$ cat src/rtl/seg_pager_pkg.sv
package seg_pager_pkg;
  typedef enum logic [1:0] {
    ST_IDLE  = 2'd0,
    ST_EVICT = 2'd1,
    ST_LOAD  = 2'd2
  } pager_state_e;

  localparam logic [1:0] CFG_PG_SEG    = 2'd0;
  localparam logic [1:0] CFG_SEG_START = 2'd1;
  localparam logic [1:0] CFG_SEG_LEN   = 2'd2;
endpackage

$ cat src/rtl/seg_pager_xlate.sv
module seg_pager_xlate #(
  parameter int unsigned ADDR_W     = 32,
  parameter int unsigned PAGE_SHIFT = 9,
  parameter int unsigned IW         = 4,
  parameter int unsigned BW         = 2,
  parameter logic [ADDR_W-1:0] IMG_BASE = '0,
  parameter logic [ADDR_W-1:0] BUF_BASE = '0
) (
  input  logic [ADDR_W-1:0]     img_addr_i,
  output logic [IW-1:0]         img_page_o,
  output logic [PAGE_SHIFT-1:0] img_off_o,
  input  logic [BW-1:0]         out_bpage_i,
  input  logic [PAGE_SHIFT-1:0] out_off_i,
  output logic [ADDR_W-1:0]     buf_addr_o,
  input  logic [ADDR_W-1:0]     buf_addr_i,
  output logic [BW-1:0]         buf_page_o,
  input  logic [IW-1:0]         own_page_i,
  output logic [ADDR_W-1:0]     back_addr_o
);
  logic [ADDR_W-1:0] img_rel, buf_rel;
  logic [PAGE_SHIFT-1:0] buf_off;

  always_comb begin
    img_rel     = img_addr_i - IMG_BASE;
    img_page_o  = IW'(img_rel >> PAGE_SHIFT);
    img_off_o   = img_rel[PAGE_SHIFT-1:0];
    buf_addr_o  = BUF_BASE + (ADDR_W'(out_bpage_i) << PAGE_SHIFT) + ADDR_W'(out_off_i);
    buf_rel     = buf_addr_i - BUF_BASE;
    buf_page_o  = BW'(buf_rel >> PAGE_SHIFT);
    buf_off     = buf_rel[PAGE_SHIFT-1:0];
    back_addr_o = IMG_BASE + (ADDR_W'(own_page_i) << PAGE_SHIFT) + ADDR_W'(buf_off);
  end
endmodule

$ cat src/rtl/seg_pager_alloc.sv
module seg_pager_alloc #(
  parameter int unsigned BUF_PAGES = 4,
  localparam int unsigned LW = $clog2(BUF_PAGES + 1)
) (
  input  logic          clk_i,
  input  logic          rst_ni,
  input  logic [LW-1:0] len_i,
  input  logic          advance_i,
  output logic [LW-1:0] dst_o
);
  logic [LW-1:0] ptr_q;
  logic          wrap;

  // wrap when the segment would run past the buffer end
  assign wrap  = (int'(ptr_q) + int'(len_i)) > int'(BUF_PAGES);
  assign dst_o = wrap ? '0 : ptr_q;

  always_ff @(posedge clk_i or negedge rst_ni) begin
    if (!rst_ni)        ptr_q <= '0;
    else if (advance_i) ptr_q <= dst_o + len_i;
  end


  ptr_in_range_chk: assert property (@(posedge clk_i) disable iff (!rst_ni)
    int'(ptr_q) <= int'(BUF_PAGES));
endmodule

$ cat src/rtl/seg_pager.sv
module seg_pager import seg_pager_pkg::*; #(
  parameter int unsigned ADDR_W     = 32,
  parameter int unsigned PAGE_SHIFT = 9,
  parameter int unsigned BUF_PAGES  = 4,
  parameter int unsigned IMG_PAGES  = 16,
  parameter int unsigned SEGS       = 8,
  parameter logic [ADDR_W-1:0] IMG_BASE = 32'h0800_0000,
  parameter logic [ADDR_W-1:0] BUF_BASE = 32'h2000_0000,
  localparam int unsigned IW = $clog2(IMG_PAGES),
  localparam int unsigned SW = $clog2(SEGS),
  localparam int unsigned BW = $clog2(BUF_PAGES),
  localparam int unsigned LW = $clog2(BUF_PAGES + 1)
) (
  input  logic              clk_i,
  input  logic              rst_ni,
  input  logic              cfg_en_i,
  input  logic              cfg_we_i,
  input  logic [1:0]        cfg_sel_i,
  input  logic [IW-1:0]     cfg_idx_i,
  input  logic [15:0]       cfg_data_i,
  input  logic              req_valid_i,
  input  logic [ADDR_W-1:0] req_addr_i,
  output logic              ready_o,
  output logic              rsp_valid_o,
  output logic              rsp_hit_o,
  output logic [ADDR_W-1:0] rsp_addr_o,
  output logic              ld_req_o,
  output logic [IW-1:0]     ld_start_o,
  output logic [LW-1:0]     ld_len_o,
  output logic [BW-1:0]     ld_dst_o,
  input  logic              ld_done_i,
  input  logic [ADDR_W-1:0] rev_addr_i,
  output logic [ADDR_W-1:0] rev_addr_o,
  output logic              rev_err_o
);
  pager_state_e state_q;

  // tables
  logic [SW-1:0] pt_seg  [IMG_PAGES];
  logic [BW-1:0] pt_buf  [IMG_PAGES];
  logic          pt_vld  [IMG_PAGES];
  logic [IW-1:0] bpt_own [BUF_PAGES];
  logic          bpt_vld [BUF_PAGES];
  logic [IW-1:0] seg_start [SEGS];
  logic [LW-1:0] seg_len   [SEGS];

  // miss context
  logic [IW-1:0]         page_q, start_q;
  logic [PAGE_SHIFT-1:0] off_q;
  logic [LW-1:0]         len_q, dst_q;

  logic [IW-1:0]         f_page;
  logic [PAGE_SHIFT-1:0] f_off;
  logic [BW-1:0]         r_page;
  logic [BW-1:0]         out_bpage;
  logic [PAGE_SHIFT-1:0] out_off;
  logic [ADDR_W-1:0]     out_addr;
  logic [SW-1:0]         cur_seg;
  logic [LW-1:0]         alloc_len, alloc_dst;
  logic                  accept, hit, load_fin;

  assign ready_o  = (state_q == ST_IDLE) && !cfg_en_i;
  assign accept   = ready_o && req_valid_i;
  assign hit      = pt_vld[f_page];
  assign cur_seg  = pt_seg[f_page];
  assign load_fin = (state_q == ST_LOAD) && ld_done_i;

  assign alloc_len = (state_q == ST_IDLE) ? seg_len[cur_seg] : len_q;
  assign out_bpage = (state_q == ST_IDLE) ? pt_buf[f_page]
                                          : BW'(dst_q + LW'(page_q - start_q));
  assign out_off   = (state_q == ST_IDLE) ? f_off : off_q;

  seg_pager_xlate #(
    .ADDR_W(ADDR_W), .PAGE_SHIFT(PAGE_SHIFT), .IW(IW), .BW(BW),
    .IMG_BASE(IMG_BASE), .BUF_BASE(BUF_BASE)
  ) u_xlate (
    .img_addr_i (req_addr_i),
    .img_page_o (f_page),
    .img_off_o  (f_off),
    .out_bpage_i(out_bpage),
    .out_off_i  (out_off),
    .buf_addr_o (out_addr),
    .buf_addr_i (rev_addr_i),
    .buf_page_o (r_page),
    .own_page_i (bpt_own[r_page]),
    .back_addr_o(rev_addr_o)
  );

  assign rev_err_o = !bpt_vld[r_page];

  seg_pager_alloc #(.BUF_PAGES(BUF_PAGES)) u_alloc (
    .clk_i    (clk_i),
    .rst_ni   (rst_ni),
    .len_i    (alloc_len),
    .advance_i(load_fin),
    .dst_o    (alloc_dst)
  );

  assign ld_req_o   = (state_q == ST_LOAD);
  assign ld_start_o = start_q;
  assign ld_len_o   = len_q;
  assign ld_dst_o   = BW'(dst_q);

  // control and response
  always_ff @(posedge clk_i or negedge rst_ni) begin
    if (!rst_ni) begin
      state_q     <= ST_IDLE;
      rsp_valid_o <= 1'b0;
      rsp_hit_o   <= 1'b0;
      rsp_addr_o  <= '0;
      page_q      <= '0;
      start_q     <= '0;
      off_q       <= '0;
      len_q       <= '0;
      dst_q       <= '0;
    end else begin
      rsp_valid_o <= 1'b0;
      unique case (state_q)
        ST_IDLE: if (accept) begin
          if (hit) begin
            rsp_valid_o <= 1'b1;
            rsp_hit_o   <= 1'b1;
            rsp_addr_o  <= out_addr;
          end else begin
            page_q  <= f_page;
            off_q   <= f_off;
            start_q <= seg_start[cur_seg];
            len_q   <= seg_len[cur_seg];
            dst_q   <= alloc_dst;
            state_q <= ST_EVICT;
          end
        end
        ST_EVICT: state_q <= ST_LOAD;
        ST_LOAD: if (ld_done_i) begin
          rsp_valid_o <= 1'b1;
          rsp_hit_o   <= 1'b0;
          rsp_addr_o  <= out_addr;
          state_q     <= ST_IDLE;
        end
        default: state_q <= ST_IDLE;
      endcase
    end
  end

  // configuration tables
  always_ff @(posedge clk_i or negedge rst_ni) begin
    if (!rst_ni) begin
      for (int i = 0; i < IMG_PAGES; i++) pt_seg[i] <= '0;
      for (int s = 0; s < SEGS; s++) begin
        seg_start[s] <= '0;
        seg_len[s]   <= '0;
      end
    end else if (cfg_en_i && cfg_we_i && state_q == ST_IDLE) begin
      unique case (cfg_sel_i)
        CFG_PG_SEG:    pt_seg[cfg_idx_i] <= cfg_data_i[SW-1:0];
        CFG_SEG_START: seg_start[SW'(cfg_idx_i)] <= cfg_data_i[IW-1:0];
        CFG_SEG_LEN:   seg_len[SW'(cfg_idx_i)] <= cfg_data_i[LW-1:0];
        default: ;
      endcase
    end
  end

  // residency tables
  always_ff @(posedge clk_i or negedge rst_ni) begin
    if (!rst_ni) begin
      for (int i = 0; i < IMG_PAGES; i++) begin
        pt_vld[i] <= 1'b0;
        pt_buf[i] <= '0;
      end
      for (int k = 0; k < BUF_PAGES; k++) begin
        bpt_vld[k] <= 1'b0;
        bpt_own[k] <= '0;
      end
    end else if (state_q == ST_EVICT) begin
      // displace owners of the destination window via the reverse table
      for (int k = 0; k < BUF_PAGES; k++) begin
        if (k >= int'(dst_q) && k < int'(dst_q) + int'(len_q) && bpt_vld[k]) begin
          pt_vld[bpt_own[k]] <= 1'b0;
          bpt_vld[k]         <= 1'b0;
        end
      end
    end else if (load_fin) begin
      for (int i = 0; i < IMG_PAGES; i++) begin
        if (i >= int'(start_q) && i < int'(start_q) + int'(len_q)) begin
          pt_vld[i] <= 1'b1;
          pt_buf[i] <= BW'(int'(dst_q) + i - int'(start_q));
        end
      end
      for (int k = 0; k < BUF_PAGES; k++) begin
        if (k >= int'(dst_q) && k < int'(dst_q) + int'(len_q)) begin
          bpt_vld[k] <= 1'b1;
          bpt_own[k] <= IW'(int'(start_q) + k - int'(dst_q));
        end
      end
    end
  end


  ld_hold_chk: assert property (@(posedge clk_i) disable iff (!rst_ni)
    ld_req_o && !ld_done_i |=> ld_req_o && !rsp_valid_o);

  ld_fit_chk: assert property (@(posedge clk_i) disable iff (!rst_ni)
    ld_req_o |-> int'(ld_dst_o) + int'(ld_len_o) <= int'(BUF_PAGES));

  miss_rsp_chk: assert property (@(posedge clk_i) disable iff (!rst_ni)
    rsp_valid_o && !rsp_hit_o |-> $past(ld_done_i) && $past(ld_req_o));

  busy_not_ready_chk: assert property (@(posedge clk_i) disable iff (!rst_ni)
    ld_req_o |-> !ready_o);

  hit_rsp_chk: assert property (@(posedge clk_i) disable iff (!rst_ni)
    rsp_valid_o && rsp_hit_o |-> $past(req_valid_i) && $past(ready_o));
endmodule

$ cat config.mk
export PLATFORM = sky130hd
export DESIGN_NAME = seg_pager
export DESIGN_NICKNAME = d
export VERILOG_FILES = /design/src/rtl/seg_pager_pkg.sv /design/src/rtl/seg_pager_xlate.sv /design/src/rtl/seg_pager_alloc.sv /design/src/rtl/seg_pager.sv
export SDC_FILE = /design/constraint.sdc
export NUM_CORES = 1
export LEC_CHECK = 0
export BUFFER_PORTS_ARGS = -buffer_cell sky130_fd_sc_hd__buf_2
export CELL_PAD_IN_SITES_DETAIL_PLACEMENT = 0
export CELL_PAD_IN_SITES_GLOBAL_PLACEMENT = 1
export CORE_ASPECT_RATIO = 1.5
export CORE_MARGIN = 4
export CORE_UTILIZATION = 50
export DETAILED_ROUTE_END_ITERATION = 10
export GPL_TIMING_DRIVEN = 0
export PLACE_DENSITY = 0.85
export RECOVER_POWER = 50
export SYNTH_ARGS = -nofsm -noshare
export SYNTH_HDL_FRONTEND = slang
export SYNTH_HIERARCHICAL = 1
export SYNTH_SLANG_ARGS = --single-unit
export TNS_END_PERCENT = 100
$ cat constraint.sdc
create_clock -name clk_i -period 7.4 [get_ports clk_i]
set_clock_uncertainty 0.05 [all_clocks]
set_input_delay 1.48 -clock clk_i [delete_from_list [all_inputs] [get_ports clk_i]]
set_output_delay 1.48 -clock clk_i [all_outputs]
set_load 0.005 [all_outputs]
; Word-level counts from Yosys, hierarchy flattened
; Cells that the tools add are included.
[word_totals]
input_bits = 92
reg_bits = 232
output_inout_bits = 78
[classes]
n_eq_ne = 12
reduce_logical = 106
n_bitwise = 19
n_addsub = 50
mux = 93
magnitude_cmp = 55
[op_table]
columns = op, n
row1 = $lt A5 B32 Y1 const A, 7
row2 = $mux W16, 9
row3 = $lt A4 B32 Y1 const A, 4
row4 = $lt A3 B32 Y1 const A, 3
row5 = $mux W32, 3
row6 = $reduce_and A3 Y1, 26
row7 = $and A16 B16 Y16, 4
row8 = $lt A1 B32 Y1 const A, 2
row9 = $lt A2 B32 Y1 const A, 2
row10 = $not A16 Y16, 4
row11 = $pmux W32 S2, 1
row12 = $bwmux W48, 1
row13 = $reduce_bool A2 Y1, 22
row14 = $mux W1, 38
row15 = $reduce_and A2 Y1, 19
row16 = $logic_and A1 B1 Y1, 34
row17 = $sub A2 B2 Y2, 17
row18 = $add A32 B9 Y32, 1
row19 = $bwmux W32, 1
row20 = $gt A32 B4 Y1 const B, 1
row21 = $add A30 B11 Y31 const A, 1
row22 = $add A29 B9 Y30, 1
row23 = $ge A5 B5 Y1 const B, 6
row24 = $not A4 Y5, 6
row25 = other kinds (52), 122

; Depth between registers and ports, before layout
[depth]
word_depth = 18
mapped_depth = 20
ltp_nobuf = 16

; By module
; Netlist, hierarchy kept.
[by_module_without_submodules]
columns = mod, seq_area_each_um2, cells_each, area_per_inst_um2, instances
row1 = seg_pager, 5730.5, 1010, 11768.8, 1
row2 = seg_pager_xlate, 0.0, 81, 600.6, 1
row3 = seg_pager_alloc, 75.1, 23, 284.0, 1

; Least setup slack after synthesis
; Ideal clock, no wire load.
[synth_timing]
path_type = input-to-reg
startpoint = in req_addr_i[10]
endpoint = reg u_alloc.ptr_q[1]
setup_slack_ps = 1490
t_arrival_ps = 5736
n_path_buf = 4
path_stages = 17
setup_ps = 125
path_cell_list = buf_4 buf_2 buf_6 mux4_2 mux2i_1 mux2i_1 buf_2 nor2b_1 a22o_1 o31ai_1 fa_1 or2_0 a221oi_2 and2_1 ha_1 fa_1 mux2_2
[synth_between]
elab_chain_cells = 14
[synth_lines]
columns = item, line_no
row1 = "start, declared", seg_pager.sv:22  ; input logic [ADDR_W-1:0] req_addr_i,
row2 = $sub A13 B1 Y13, seg_pager_xlate.sv:24  ; img_rel = img_addr_i - IMG_BASE;
row3 = $not A4 Y5 (implied by the code), seg_pager.sv:65  ; assign cur_seg = pt_seg[f_page];
row4 = $bmux W3 S4, seg_pager.sv:65
row5 = $mux W3 (implied by the code) (2 in series), seg_pager.sv:65
row6 = $not A3 Y4 (implied by the code), seg_pager.sv:68  ; assign alloc_len = (state_q == ST_IDLE) ? seg_len[cur_seg] : len_q;
row7 = $bmux W3 S3, seg_pager.sv:68
row8 = $mux W3 (implied by the code) (2 in series), seg_pager.sv:68
row9 = $mux W3, seg_pager.sv:68
row10 = net alloc_len[1], seg_pager.sv:59  ; logic [LW-1:0] alloc_len, alloc_dst;
row11 = $add A3 B3 Y4, seg_pager_alloc.sv:15  ; assign wrap = (int'(ptr_q) + int'(len_i)) > int'(BUF_PAGES);
row12 = $gt A32 B4 Y1, seg_pager_alloc.sv:15
row13 = $mux W3, seg_pager_alloc.sv:16  ; assign dst_o = wrap ? '0 : ptr_q;
row14 = net alloc_dst[0], seg_pager.sv:59
row15 = $add A3 B3 Y3, seg_pager_alloc.sv:20  ; else if (advance_i) ptr_q <= dst_o + len_i;
row16 = "end signal, assigned", seg_pager_alloc.sv:20
row17 = "end, declared", seg_pager_alloc.sv:11  ; logic [LW-1:0] ptr_q;
; The timed path passes the listed nets, and every way through them passes these cells. The select of a mux whose other input is x is not followed.
; A chain may end at the register's enable or synchronous reset.

; Worst setup path after layout
; Ends and elaborated chain as after synthesis.

==> summary.txt <==
Run status
  – Status: finished with violations
  – Violated checks: capacitance limit, slew limit

Synthesis
  – Post-synth top flop: dfrtp_1
  – Register area share after synthesis: 45.9%
  – YS warnings: 6
  – Synthesis-stage register bit count: 232
  – Synth top cells by count: dfrtp_1, nand2_1, mux2_2
  – Mean Syn Cell Area: 11.4 um2
  – Largest cells by area after synthesis: dfrtp_1, mux2_2, mux4_2
  – Post-synthesis instance area: 12700 um2
  – EDFF count, synth: 0
  – Post-Syn Instances: 1114
  – Netlist cell types: 72
  – Top-count cell post-synth: dfrtp_1
  – Ys async rst share: 100%
  – Top cell type's share of synthesized area: 45.9%
  – Area leader, netlist: dfrtp_1

Clock tree
  – Clock-pin transition on the worst setup and hold timing paths: 0.06 ns
  – H-tree depth: 1
  – Max Buffers Root-to-Sink: 3
  – Skew-Pair Late Insertion Delay: 0.52 ns
  – Hold_buf cts: 0
  – CTS tree: yes
  – CTS root buf: clkbuf_16
  – Post-CTS Setup Bufs: 0
  – Sinks on Clock Net: 232
  – Total CTS buffers: 24
  – PostCTS Resize Cnt: 0

Global route
  – Gr ovfl total: 0
  – Global-route wire length before repair: 51.0 mm
  – Vias in the first global route: 9133
  – Initial antenna violation count: 0
  – Largest net degree at the start of global routing: 119
  – Tot GR Track Use: 23.8%

Drt
  – ANT nets after route: 0
  – Initial DRC count: 473
  – Via density: 5.58
  – Routed len/inst: 20.6 um
  – Via count: 8932
  – Final wirelength: 32.9 mm
  – # DRC: 0
  – 1st-pass router iterations: 4

STA
  – RSZ-0062 raised after global routing: no
  – Final period util: 83.7%
  – Max Clock Freq: 0.161 GHz
  – Fin crit period: 6.19 ns
  – # setup viols final: 0
  – Hold_ws: 0.424 ns
  – Final Hold Fails: 0
  – Max-slew violations: 150
  – Setup TNS: 0 ns
  – Worst-Margin Slew: 3.05 ns
  – Final WS setup: 1.21 ns
  – Relative max-transition margin: -103%

Place
  – Gpl congestion: 0.924
  – DP Wirelength: 25.2 mm
  – Placed Instances: 1558
  – Post-placement setup slack: 0.736 ns
  – I/O Buffers: 74

Layout
  – Antenna Cells: 0
  – Core Util, Final: 57.8%
  – Share of layout cells above drive strength 1: 28.0%
  – Layout area overhead: 14.4%
  – Nets@finish: 1377
  – Layout Cells excl Fill: 1600

Worst setup path
  – Critical path type: in2reg
  – CP startpoint: req_addr_i[10]
  – Crit. End Element: register
  – Crit path DAT: 6.54 ns
  – Worst r2r src: pt_seg[31]
  – WP data required: 7.75 ns
  – Reg2reg setup slack: 2.34 ns
  – CP Max Fanout: 10
  – Kind of start point of the critical path: input port

Power and ir drop
  – P_leak: 6.76 nW
  – Power share of the clock group: 32.8%
  – Net switching power: 1.27 mW
  – IR drop worst, VDD: 0.000214 V
  – Gate power share: 26.2%
  – Register share of total power: 41.0%
  – Switching share of total power: 31.9%
  – Cell-internal power: 2.72 mW
  – Power Density: 276 nW/um2

Hold path
  – Hold Path Class: reg2reg
  – Hold_sp: off_q[2]

Die
  – Initial Utilization: 50.5%
  – Core Region: 25100 um2
  – Die X: 138 um
  – Chip Height: 203 um
  – Row count: 71
  – Ports: 170
  – Die Area: 28000 um2

Flow run
  – Number of max-cap violations: 2
## registers in the layout, indices dropped and copies added (netlist names)
signal and count:
rsp_addr_o 32, pt_buf 32, bpt_vld 4, seg_len 24
state_q 2, seg_start 32, off_q 9, pt_seg 48
pt_vld 16, page_q 2, ld_len_o 3, rsp_valid_o 1
rsp_hit_o 1, u_alloc/ptr_q 3, ld_start_o 4, dst_q 3
bpt_own 16
## worst max-delay path: stages
cell and delay, ns:
buf_4 0.07, buf_2 0.23, buf_6 0.26, mux4_2 0.52, mux2i_1 0.34, nor2_1 0.09, a21oi_1 0.46, o22ai_1 0.25
o31ai_1 0.63, fa_1 0.52, or2_0 0.24, a221oi_2 0.36, and2_1 0.20, ha_1 0.19, fa_1 0.41, mux2_2 0.27
## layout by cell type (no fill, tap or decap), drive strengths merged, types with 9 or more instances in the layout
master,count
clkbuf,82
and2,10
o21ai,45
mux4,32
nand2b,9
buf,159
dfrtp,232
o31ai,14
a31oi,12
xnor2,11
a21oi,30
o221ai,11
ha,20
conb,40
nor2b,9
or2,9
nand2,135
nor3,9
inv,39
nor2,53
fa,9
o22ai,13
mux2,165
mux2i,29
## worst paths after layout
path	end	depth (start not counted)
hold / removal	off_q[2]	2
setup / recovery	u_alloc/ptr_q[1]	16
min in group asynchronous	rsp_addr_o[29]	1
setup reg to reg	u_alloc/ptr_q[1]	14
hold reg to reg	off_q[2]	2
max in group asynchronous	seg_start[17]	2
## cells by family after synthesis
kind of cell	count (synthesis)	synth area share, %
and+or+nand+nor	267	9.76
DFF	232	45.9
muxes	226	22.7
AOI/OAI and AO/OA	171	9.27
buffers and inverters	170	7.78
adders and majority gates	29	3.40
xor gates and xnor gates	17	1.18
other	2	0.0594
## through the flow
stage	area, um2	power (mW)
2_1_floorplan	12800	2.32
3_3_place_gp	13600	2.67
3_5_place_dp	13700	2.71
4_1_cts	14500	4.03
5_1_grt	14500	4.21
6_report	14500	3.99
## area by class of cell
class                   count  area [um2]
fillers                  2127       10600
multi-input cells         750        6010
flip-flops and latches    232        5810
plain buffers             131         838
clock buffers              33         706
well taps                 328         410
repair buffers             78         403
clock inverters             9         156
inverters                  39         146
## metal layers
metal | part of all wire, % | GRT usage (%)
met5 | 0 | 0
met4 | 5.3 | 11.2
met3 | 4.2 | 2.43
met2 | 53 | 43.2
met1 | 37 | 27.7
## power by group through the flow
stage                     clock network (mW)  registers, mW  logic [mW]
after floorplan                            0           1.60       0.714
after global placement                     0           1.65        1.02
after detailed placement                   0           1.66        1.05
after CTS                               1.34           1.64        1.06
after global routing                    1.40           1.66        1.15
final                                   1.31           1.64        1.05
(Power assumes the default switching activity.)
